`src/rtl/pcb_pkg.sv`:
```
`timescale 1ns/1ps
package pcb_pkg;
  localparam int ADDR_W = 7;
  localparam logic [ADDR_W-1:0] A_CTRL      = 7'h00;
  localparam logic [ADDR_W-1:0] A_CEN_SET   = 7'h01;
  localparam logic [ADDR_W-1:0] A_CEN_CLR   = 7'h02;
  localparam logic [ADDR_W-1:0] A_IEN_SET   = 7'h03;
  localparam logic [ADDR_W-1:0] A_IEN_CLR   = 7'h04;
  localparam logic [ADDR_W-1:0] A_OVF_SET   = 7'h05;
  localparam logic [ADDR_W-1:0] A_OVF_CLR   = 7'h06;
  localparam logic [ADDR_W-1:0] A_SWINC     = 7'h07;
  localparam logic [ADDR_W-1:0] A_SEL_BASE  = 7'h20;
  localparam logic [ADDR_W-1:0] A_CNT_BASE  = 7'h40;
  localparam logic [ADDR_W-1:0] A_CYC_LO    = 7'h7E;
  localparam logic [ADDR_W-1:0] A_CYC_HI    = 7'h7F;
  localparam int CYC_BIT  = 31;
  localparam int MAX_EVT  = 31;
  localparam int SEL_W    = 8;

  // control word bit positions
  localparam int C_RUN    = 0;
  localparam int C_GCLR   = 1;
  localparam int C_CCLR   = 2;
  localparam int C_DIV    = 3;
endpackage

```
`src/rtl/pcb_counter.sv`:
```
`timescale 1ns/1ps
module pcb_counter #(
  parameter int W = 32
) (
  input  logic         clk,
  input  logic         rst_n,
  input  logic         inc_en,
  input  logic [W-1:0] delta,
  input  logic         zero,
  input  logic         wr_lo,
  input  logic         wr_hi,
  input  logic [31:0]  wr_data,
  output logic [W-1:0] value,
  output logic         wrapped
);
  localparam bit HAS_HI = (W > 32);

  logic [W:0]   sum;
  logic [W-1:0] wr_val;
  logic         any_wr;

  assign sum    = {1'b0, value} + {1'b0, delta};
  assign any_wr = wr_lo | (wr_hi & HAS_HI);

  if (HAS_HI) begin : g_wide
    always_comb begin
      wr_val = value;
      if (wr_lo) wr_val[31:0]  = wr_data;
      if (wr_hi) wr_val[W-1:32] = wr_data[W-33:0];
    end
  end else begin : g_narrow
    logic hi_unused;
    assign hi_unused = wr_hi;
    always_comb wr_val = wr_data[W-1:0];
  end

  // a write beats a clear, which beats an increment
  assign wrapped = inc_en & sum[W] & ~any_wr & ~zero;

  always_ff @(posedge clk) begin
    if (!rst_n)       value <= '0;
    else if (any_wr)  value <= wr_val;
    else if (zero)    value <= '0;
    else if (inc_en)  value <= sum[W-1:0];
  end
endmodule

```
`src/rtl/pcb_cycdiv.sv`:
```
`timescale 1ns/1ps
module pcb_cycdiv #(
  parameter int DIV_LOG2 = 6
) (
  input  logic clk,
  input  logic rst_n,
  input  logic run,
  input  logic div_on,
  input  logic clr,
  output logic step
);
  logic [DIV_LOG2-1:0] rem;

  assign step = run & (~div_on | (&rem));

  always_ff @(posedge clk) begin
    if (!rst_n)              rem <= '0;
    else if (clr)            rem <= '0;
    else if (run && div_on)  rem <= rem + 1'b1;
  end
endmodule

```
`src/rtl/pcb_irq.sv`:
```
`timescale 1ns/1ps
module pcb_irq (
  input  logic clk,
  input  logic rst_n,
  input  logic raise,
  input  logic status_wr,
  input  logic status_any,
  input  logic status_any_nxt,
  output logic irq
);
  always_ff @(posedge clk) begin
    if (!rst_n)                                        irq <= 1'b0;
    else if (raise)                                    irq <= 1'b1;
    else if (status_wr && status_any && !status_any_nxt) irq <= 1'b0;
  end
endmodule

```
`src/rtl/perf_counter_bank.sv`:
```
`timescale 1ns/1ps
module perf_counter_bank
  import pcb_pkg::*;
#(
  parameter int NUM_EVT = 4,
  parameter bit WIDE    = 1'b0,
  parameter int NUM_SRC = 4,
  parameter int DELTA_W = 8
) (
  input  logic                       clk,
  input  logic                       rst_n,
  input  logic                       wr_en,
  input  logic [6:0]                 wr_addr,
  input  logic [31:0]                wr_data,
  input  logic [6:0]                 rd_addr,
  output logic [31:0]                rd_data,
  input  logic                       ev_valid,
  input  logic [NUM_SRC*DELTA_W-1:0] ev_delta,
  output logic                       irq
);
  localparam int CW = WIDE ? 64 : 32;
  localparam int NC = NUM_EVT + 1;
  localparam logic [31:0] VALID = ((32'd1 << NUM_EVT) - 32'd1) | (32'd1 << CYC_BIT);

  if (NUM_EVT < 1 || NUM_EVT > MAX_EVT) begin : g_cfg_bad
    $error("perf_counter_bank: NUM_EVT must be 1..31");
  end

  // ---------------- write decode ----------------
  logic wr_ctrl, gen_clr, cyc_clr, sw_wr;
  assign wr_ctrl = wr_en && (wr_addr == A_CTRL);
  assign gen_clr = wr_ctrl && wr_data[C_GCLR];
  assign cyc_clr = wr_ctrl && wr_data[C_CCLR];
  assign sw_wr   = wr_en && (wr_addr == A_SWINC);

  // ---------------- control and masks ----------------
  logic ctrl_run, ctrl_div;
  logic [31:0] cen, ien, ovf, ovf_nxt, hw_wrap;

  always_ff @(posedge clk) begin
    if (!rst_n) begin
      ctrl_run <= 1'b0;
      ctrl_div <= 1'b0;
    end else if (wr_ctrl) begin
      ctrl_run <= wr_data[C_RUN];
      ctrl_div <= wr_data[C_DIV];
    end
  end

  always_ff @(posedge clk) begin
    if (!rst_n) begin
      cen <= '0;
      ien <= '0;
    end else if (wr_en) begin
      if (wr_addr == A_CEN_SET) cen <= (cen | wr_data) & VALID;
      if (wr_addr == A_CEN_CLR) cen <= cen & ~wr_data;
      if (wr_addr == A_IEN_SET) ien <= (ien | wr_data) & VALID;
      if (wr_addr == A_IEN_CLR) ien <= ien & ~wr_data;
    end
  end

  logic ovf_wr;
  assign ovf_wr = wr_en && ((wr_addr == A_OVF_SET) || (wr_addr == A_OVF_CLR));

  always_comb begin
    ovf_nxt = ovf;
    if (wr_en && wr_addr == A_OVF_SET) ovf_nxt = ovf_nxt | wr_data;
    if (wr_en && wr_addr == A_OVF_CLR) ovf_nxt = ovf_nxt & ~wr_data;
    ovf_nxt = (ovf_nxt | hw_wrap) & VALID;
  end

  always_ff @(posedge clk) begin
    if (!rst_n) ovf <= '0;
    else        ovf <= ovf_nxt;
  end

  // ---------------- event selectors ----------------
  logic [SEL_W-1:0] evsel [NUM_EVT];

  always_ff @(posedge clk) begin
    for (int i = 0; i < NUM_EVT; i++) begin
      if (!rst_n) evsel[i] <= '0;
      else if (wr_en && wr_addr == A_SEL_BASE + 7'(i)) evsel[i] <= wr_data[SEL_W-1:0];
    end
  end

  // ---------------- general counters ----------------
  logic [CW-1:0]      cval [NUM_EVT];
  logic [63:0]        cv64 [NUM_EVT];
  logic [NUM_EVT-1:0] gwrap;
  logic [NC*CW-1:0]   cnt_flat;

  for (genvar i = 0; i < NUM_EVT; i++) begin : g_cnt
    logic [DELTA_W-1:0] d;
    logic wlo, whi;

    assign wlo = wr_en && (wr_addr == A_CNT_BASE + 7'(2*i));
    assign whi = wr_en && (wr_addr == A_CNT_BASE + 7'(2*i + 1));

    always_comb begin
      d = '0;
      if (evsel[i] == '0) begin
        d = DELTA_W'(sw_wr && wr_data[i]);
      end else begin
        for (int s = 0; s < NUM_SRC; s++)
          if (ev_valid && evsel[i] == SEL_W'(s + 1)) d = ev_delta[s*DELTA_W +: DELTA_W];
      end
    end

    pcb_counter #(.W(CW)) u_ctr (
      .clk     (clk),
      .rst_n   (rst_n),
      .inc_en  (ctrl_run && cen[i]),
      .delta   (CW'(d)),
      .zero    (gen_clr),
      .wr_lo   (wlo),
      .wr_hi   (whi),
      .wr_data (wr_data),
      .value   (cval[i]),
      .wrapped (gwrap[i])
    );

    assign cv64[i] = 64'(cval[i]);
    assign cnt_flat[i*CW +: CW] = cval[i];
  end

  // ---------------- cycle counter ----------------
  logic          cyc_step, cyc_wrap;
  logic [CW-1:0] cyc_val;
  logic [63:0]   cyc64;

  pcb_cycdiv #(.DIV_LOG2(6)) u_div (
    .clk    (clk),
    .rst_n  (rst_n),
    .run    (ctrl_run && cen[CYC_BIT]),
    .div_on (ctrl_div),
    .clr    (cyc_clr),
    .step   (cyc_step)
  );

  pcb_counter #(.W(CW)) u_cyc (
    .clk     (clk),
    .rst_n   (rst_n),
    .inc_en  (cyc_step),
    .delta   (CW'(1)),
    .zero    (cyc_clr),
    .wr_lo   (wr_en && wr_addr == A_CYC_LO),
    .wr_hi   (wr_en && wr_addr == A_CYC_HI),
    .wr_data (wr_data),
    .value   (cyc_val),
    .wrapped (cyc_wrap)
  );

  assign cyc64 = 64'(cyc_val);
  assign cnt_flat[NUM_EVT*CW +: CW] = cyc_val;

  always_comb begin
    hw_wrap = '0;
    hw_wrap[NUM_EVT-1:0] = gwrap;
    hw_wrap[CYC_BIT] = cyc_wrap;
  end

  // ---------------- interrupt ----------------
  pcb_irq u_irq (
    .clk            (clk),
    .rst_n          (rst_n),
    .raise          (|(hw_wrap & ien)),
    .status_wr      (ovf_wr),
    .status_any     (|ovf),
    .status_any_nxt (|ovf_nxt),
    .irq            (irq)
  );

  // ---------------- read mux ----------------
  always_comb begin
    rd_data = '0;
    case (rd_addr)
      A_CTRL:                 rd_data = {28'd0, ctrl_div, 2'b00, ctrl_run};
      A_CEN_SET, A_CEN_CLR:   rd_data = cen;
      A_IEN_SET, A_IEN_CLR:   rd_data = ien;
      A_OVF_SET, A_OVF_CLR:   rd_data = ovf;
      A_CYC_LO:               rd_data = cyc64[31:0];
      A_CYC_HI:               rd_data = cyc64[63:32];
      default: begin
        for (int i = 0; i < NUM_EVT; i++) begin
          if (rd_addr == A_SEL_BASE + 7'(i))       rd_data = 32'(evsel[i]);
          if (rd_addr == A_CNT_BASE + 7'(2*i))     rd_data = cv64[i][31:0];
          if (rd_addr == A_CNT_BASE + 7'(2*i + 1)) rd_data = cv64[i][63:32];
        end
      end
    endcase
  end
endmodule

```
`config.mk`:
```
export PLATFORM = sky130hd
export DESIGN_NAME = perf_counter_bank
export DESIGN_NICKNAME = d
export VERILOG_FILES = /design/src/rtl/pcb_pkg.sv /design/src/rtl/pcb_counter.sv /design/src/rtl/pcb_cycdiv.sv /design/src/rtl/pcb_irq.sv /design/src/rtl/perf_counter_bank.sv
export SDC_FILE = /design/constraint.sdc
export NUM_CORES = 1
export LEC_CHECK = 0
export ABC_AREA = 1
export BUFFER_PORTS_ARGS = -buffer_cell sky130_fd_sc_hd__buf_2
export CAP_MARGIN = 40
export CELL_PAD_IN_SITES_DETAIL_PLACEMENT = 1
export CELL_PAD_IN_SITES_GLOBAL_PLACEMENT = 1
export CORE_MARGIN = 2
export CORE_UTILIZATION = 48
export DETAILED_ROUTE_END_ITERATION = 6
export PLACE_DENSITY_LB_ADDON = 0.25
export SLEW_MARGIN = 5
export SYNTH_ARGS = -nofsm -noshare
export SYNTH_HDL_FRONTEND = slang
export SYNTH_SLANG_ARGS = --single-unit
```
`constraint.sdc`:
```
create_clock -name clk -period 4.85 [get_ports clk]
set_input_delay 0.485 -clock clk [delete_from_list [all_inputs] [get_ports clk]]
set_output_delay 0.485 -clock clk [all_outputs]
set_load 0.005 [all_outputs]
```
==> impl_metrics.ini, run 1 <==
[power_and_ir_drop]
p_clk_share_pct = 51.8
sw_frac_of_total_pct = 26.4
p_seq_share_pct = 41.8
p_leak_nw = 8.56
p_comb_share_pct = 6.4
internal_power_w = 0.00406
p_sw_w = 0.00146
ir_worst_vdd_mv = 0.260
total_power_w = 0.00552
p_per_area_nw_per_um2 = 259

[place]
portBuffers = 114
dp_hpwl_um = 74000
place_congestion = 1.04

[sta]
maxSlewViolCount = 0
setup_viol = 0
relSlewSlack_pct = 33.5
fin_crit_sh_pct = 87.6
period_needed_ns = 4.25
fmax_mhz = 235
final-hold-violation-count = 0
worst_pin_slew_ns = 0.995
clock_skew_ns = 0.0333
tns_ns = 0
grt_setup_unrepaired = no

[setup_path]
worstSetupEndpointType = flop
crit_path_frequent_cell = nand4_1
cp_slowest_cell = nand4_1
crit_required_ns = 5.35
cp_data_arrival_time_ns = 4.75
crit_type = reg2reg
cp_max_fo = 11
slowest_delay_ns = 0.44
startpoint_type = flop
path_cells = inv_1, nand4_1, inv_1, nand4_1, o2111a_1, o21ai_0, ha_1, inv_1, fa_1, nand3b_1, nand2_1, nand2_1, nand2_1, nand4_1, nor2_4, nand4_1, nand3_1, nor2_1, a21oi_1

[synthesis]
ys_types = 66
synthMuxAreaShare_pct = 0
synthesis.nets = 3081
synth_area_sq_um = 19300
synth_area_per_cell_sq_um = 6.51
synth_top_family_by_area = simple AND/OR/NAND/NOR gates
synth_compound_area_share_pct = 25.7
synth_cells = 2961
yosysWarnings = 0
ys_seq_area_share_pct = 29.7
async_flop_share_pct = 0
synthAdderAreaFrac_pct = 2.62
yosys.area_share.simple_pct = 29.5
synthXorXnorAreaFrac_pct = 1.18
synth_enable_flop_cells = 32
synth-seq-cells = 270
synthFlopType = dfxtp_1

[hold_path]
min_path_type = in2reg

[routing]
drtAntennaViolNets = 0
drt_iter0_markers = 2462
drc = 0
firstDrtPassIters = 5
vias = 23600
via_per_inst = 6.62
routedWlPerCell_um = 27.5
postRouteWirelength_um = 98200

[clock_tree]
cts_sinks = 270
cts-buffers-inserted = 35
cts_tree = built
clockBufferDepth = 3
root_buffer = clkbuf_16
cts_resized = 0
post_cts_buffers = 0
clk_pin_slew_ns = 0.06
clock_latency_ns = 0.58
h-tree-depth = 2
hold_buffers = 0

[final_layout]
syn_to_final_growth_pct = 10.7
layout.nets = 3137
drive_above_1_share_pct = 10.0
mostFrequentLayoutCell = nand2_1
mostFrequentLayoutCells = nand2_1, inv_1, o21ai_0

[job]
maxCapViolCount = 0

[floorplanning]
num_rows = 73
chipWidth_um = 204
initial_core_util_pct = 48.6
fp.dieH_um = 204
die-area_sq_um = 41800
io_pins = 115
core_sq_um = 39600

[global_routing]
grt_max_degree = 75
grt-ovfl-total = 0
grt_antenna_before_repair = 1
grt_pass1_wl_um = 146000
track_usage_pct = 46.5
first_global_vias = 23400

[run_status]
status = complete, no violations
-- logic make-up after synthesis --
kind of cell               Yosys count
and+or+nand+nor                   1255
AOI/OAI and AO/OA                  845
buffers and inverters              527
DFF                                270
adders and majority gates           38
xor gates and xnor gates            26
-- cell type report --
type / instances / area, sq um
Tap cell: 525 / 657
Antenna cell: 2 / 5.00
Multi-Input combinational cell: 2164 / 11400
Clock inverter: 17 / 213
Inverter: 404 / 1520
Timing Repair Buffer: 142 / 798
Sequential cell: 270 / 5730
Clock buffer: 46 / 1020
Fill cell: 5368 / 18300
-- metal layers --
metal	track usage, %	part of all wire [%]
met1	59.2	38
met2	70.3	42
met3	10.6	12
met4	31.0	7.6
met5	0	0
-- stage by stage --
| stage | worst slack [ns] | cells | cell area, sq um | utilization, % | hold slack [ns] |
|---|---|---|---|---|---|
| floorplan | 1.49 | 2961 | 19300 | - | 0.412 |
| global placement | 0.599 | 3503 | 20100 | 50.6 | 0.418 |
| detailed placement | 0.521 | 3505 | 20100 | 50.7 | 0.428 |
| CTS | 0.728 | 3568 | 21300 | 53.8 | 0.204 |
| global route | 0.230 | 3568 | 21300 | 53.8 | 0.230 |
| finish | 0.602 | 3570 | 21300 | 53.8 | 0.210 |
-- final timing paths --
check | from | end | slack [ns] | depth (start not counted)
setup / recovery | evsel[0][6] | u_irq.irq | 0.60 | 19
hold / removal | wr_data[28] | u_cyc.value[28] | 0.21 | 3
setup reg to reg | evsel[0][6] | u_irq.irq | 0.60 | 19
hold reg to reg | ien[29] | ien[29] | 0.44 | 2
-- synth_stat cells (all sizes together) (6+ instances only) --
cell type,n,area (sq um)
ha,34,425
a211oi,27,208
a221oi,35,307
clkbuf,59,221
a21oi,205,1030
xor2,20,175
o21ai,320,1620
a31oi,97,607
nand2,621,2480
or2,18,113
nand3,186,971
buf,64,422
o211ai,22,165
inv,399,1510
nor3,97,538
edfxtp,32,961
dfxtp,238,4760
o22ai,75,469
xnor2,6,52.6
nor4,15,109
o2111ai,22,193
nand4,51,325
nor2,256,1060
-- sequential cells by signal (all words and copies together), names as in the netlist, named ones only --
| register | cells |
|---|---|
| u_cyc.value | 32 |
| ctrl_run | 1 |
| ctrl_div | 1 |
| ien | 27 |
| g_cnt.u_ctr.value | 128 |
| u_irq.irq | 1 |
| cen | 27 |
| ovf | 5 |
| evsel | 32 |
| u_div.rem | 6 |
-- power by group through the flow --
stage / combinational (W) / sequential (W) / clock (W)
after floorplan: 0.000144 / 0.00234 / 0
after global placement: 0.000324 / 0.00235 / 0
after detailed placement: 0.000331 / 0.00235 / 0
after CTS: 0.000334 / 0.00230 / 0.00286
after global routing: 0.000358 / 0.00231 / 0.00294
final: 0.000353 / 0.00231 / 0.00286
-- critical path: cells and delay by family, from the launching register on --
kind	cells	cell delay (ns)
compound gates	3	0.65
fa+ha+maj	2	0.58
buf+inv	3	0.33
flops	1	0.37
simple gates	11	2.24
No activity file was read; power rests on OpenSTA's default activity.
==> run 2: changes to the inputs <==
- clock period: 4.85 -> 5.1 ns (I/O delays scaled with it)
==> impl_metrics.ini, run 2 (same netlist as run 1, synthesis figures left out) <==
[clock_tree]
clk_pin_slew_ns = 0.06
h-tree-depth = 1
cts_resized = 0
cts_tree = built
post_cts_buffers = 0
clock_latency_ns = 0.62
cts-buffers-inserted = 31
cts_sinks = 270
clockBufferDepth = 3
hold_buffers = 0
root_buffer = clkbuf_16

[final_layout]
mostFrequentLayoutCell = nand2_1
mostFrequentLayoutCells = nand2_1, inv_1, o21ai_0
regMostFlops = g_cnt.u_ctr.value
design_area_sq_um = 21200
largest_reg_flops = 128
reg.largest.list = g_cnt.u_ctr.value (128), evsel (32), u_cyc.value (32)
layout.nets = 3130
syn_to_final_growth_pct = 9.90
stdcell_count = 3561
drive_above_1_share_pct = 9.75

[sta]
fmax_mhz = 233
tns_ns = 0
final-hold-violation-count = 0
clock_skew_ns = 0.0281
worst_pin_slew_ns = 0.916
relSlewSlack_pct = 38.3
maxSlewViolCount = 0
setup_viol = 0
fin_crit_sh_pct = 84.0
period_needed_ns = 4.28
grt_setup_unrepaired = no

[global_routing]
grt_antenna_before_repair = 2
grt_util_met2_pct = 70.4
grt_use_met1_pct = 58.7
grt-ovfl-total = 0
grt_pass1_wl_um = 146000
busiest_layer = met2
first_global_vias = 23400
track_usage_pct = 46.2
met3_usage_pct = 11.2
grt_max_degree = 71

[floorplanning]
die-area_sq_um = 41800
io_pins = 115
core_sq_um = 39600
fp.dieH_um = 204
num_rows = 73
initial_core_util_pct = 48.6
chipWidth_um = 204

[place]
place_congestion = 1.05
portBuffers = 114
postPlaceCellArea_sq_um = 20100
dp.cells = 3502
dp_hpwl_um = 73800

[power_and_ir_drop]
p_seq_share_pct = 43.8
p_comb_share_pct = 6.7
ir_worst_vdd_mv = 0.284
sw_frac_of_total_pct = 26.5
p_sw_w = 0.00133
p_clk_share_pct = 49.5
total_power_w = 0.00500
internal_power_w = 0.00368
p_per_area_nw_per_um2 = 236
p_leak_nw = 8.49

[setup_path]
cp_max_fo = 11
startpoint_type = flop
cp_data_arrival_time_ns = 4.83
worstSetupEndpointType = flop
crit_required_ns = 5.65
crit_type = reg2reg

[routing]
via_per_inst = 6.63
routedWlPerCell_um = 27.7
drt_iter0_markers = 2783
vias = 23600
postRouteWirelength_um = 98700
drtAntennaViolNets = 0
firstDrtPassIters = 6
drc = 0

[job]
maxCapViolCount = 0

[run_status]
status = complete, no violations

[hold_path]
min_path_type = in2reg
[run 2: cell count changes in the layout (fill, tap and decap cells not counted), moves of 2 or more]
cell	change
clkbuf_16	-3
clkbuf_8	+3
bufinv_16	-2
buf_4	-4
[run 2: per-stage QoR]
stage | hold slack (ns) | worst slack, ns | util [%]
6_report | 0.185 | 0.817 | 53.4
5_1_grt | 0.195 | 0.548 | 53.4
4_1_cts | 0.186 | 0.979 | 53.4
3_5_place_dp | 0.427 | 0.775 | 50.6
3_3_place_gp | 0.419 | 0.939 | 50.5
2_1_floorplan | 0.412 | 1.72 | -
[run 2: layer usage]
| layer | share of wire, % | vias to the layer above |
|---|---|---|
| met3 | 12 | 403 |
| li1 | - | 10300 |
| met4 | 7.7 | 2 |
| met5 | 0.012 | - |
| met1 | 38 | 11400 |
| met2 | 42 | 1549 |
[run 2: critical path, cell delays in order (launching register included)]
cell	delay, ns
edfxtp_1	0.36
inv_1	0.09
nand4_1	0.28
inv_1	0.17
nand4_1	0.42
o2111a_1	0.33
o21ai_0	0.17
ha_1	0.18
inv_1	0.08
fa_1	0.39
nand3b_1	0.17
nand2_1	0.17
nand2_1	0.13
nand2_1	0.22
nand4_1	0.24
nor2_4	0.28
nand4_1	0.22
nand3_1	0.12
nor2_1	0.05
a21oi_1	0.15
[run 2: area by class of cell]
cell class	instances	area (sq um)
Tap cell	525	657
Clock inverter	11	123
Inverter	404	1520
Clock buffer	47	990
Timing Repair Buffer	139	769
Sequential cell	270	5730
Fill cell	5417	18500
Antenna cell	1	2.50
Multi-Input combinational cell	2164	11400
[run 2: worst paths after layout]
kind / startpoint / end / slack, ns / depth (start not counted)
max reg2reg: evsel[0][7] / u_irq.irq / 0.82 / 19
max: evsel[0][7] / u_irq.irq / 0.82 / 19
min reg2reg: ien[10] / ien[10] / 0.44 / 2
min: wr_data[28] / u_cyc.value[28] / 0.18 / 3
[run 2: power by group through the flow]
stage | combinational [W] | clock [W] | sequential, W
floorplan | 0.000137 | 0 | 0.00223
global placement | 0.000307 | 0 | 0.00224
detailed placement | 0.000313 | 0 | 0.00224
CTS | 0.000315 | 0.00245 | 0.00219
global route | 0.000339 | 0.00253 | 0.00219
finish | 0.000335 | 0.00248 | 0.00219
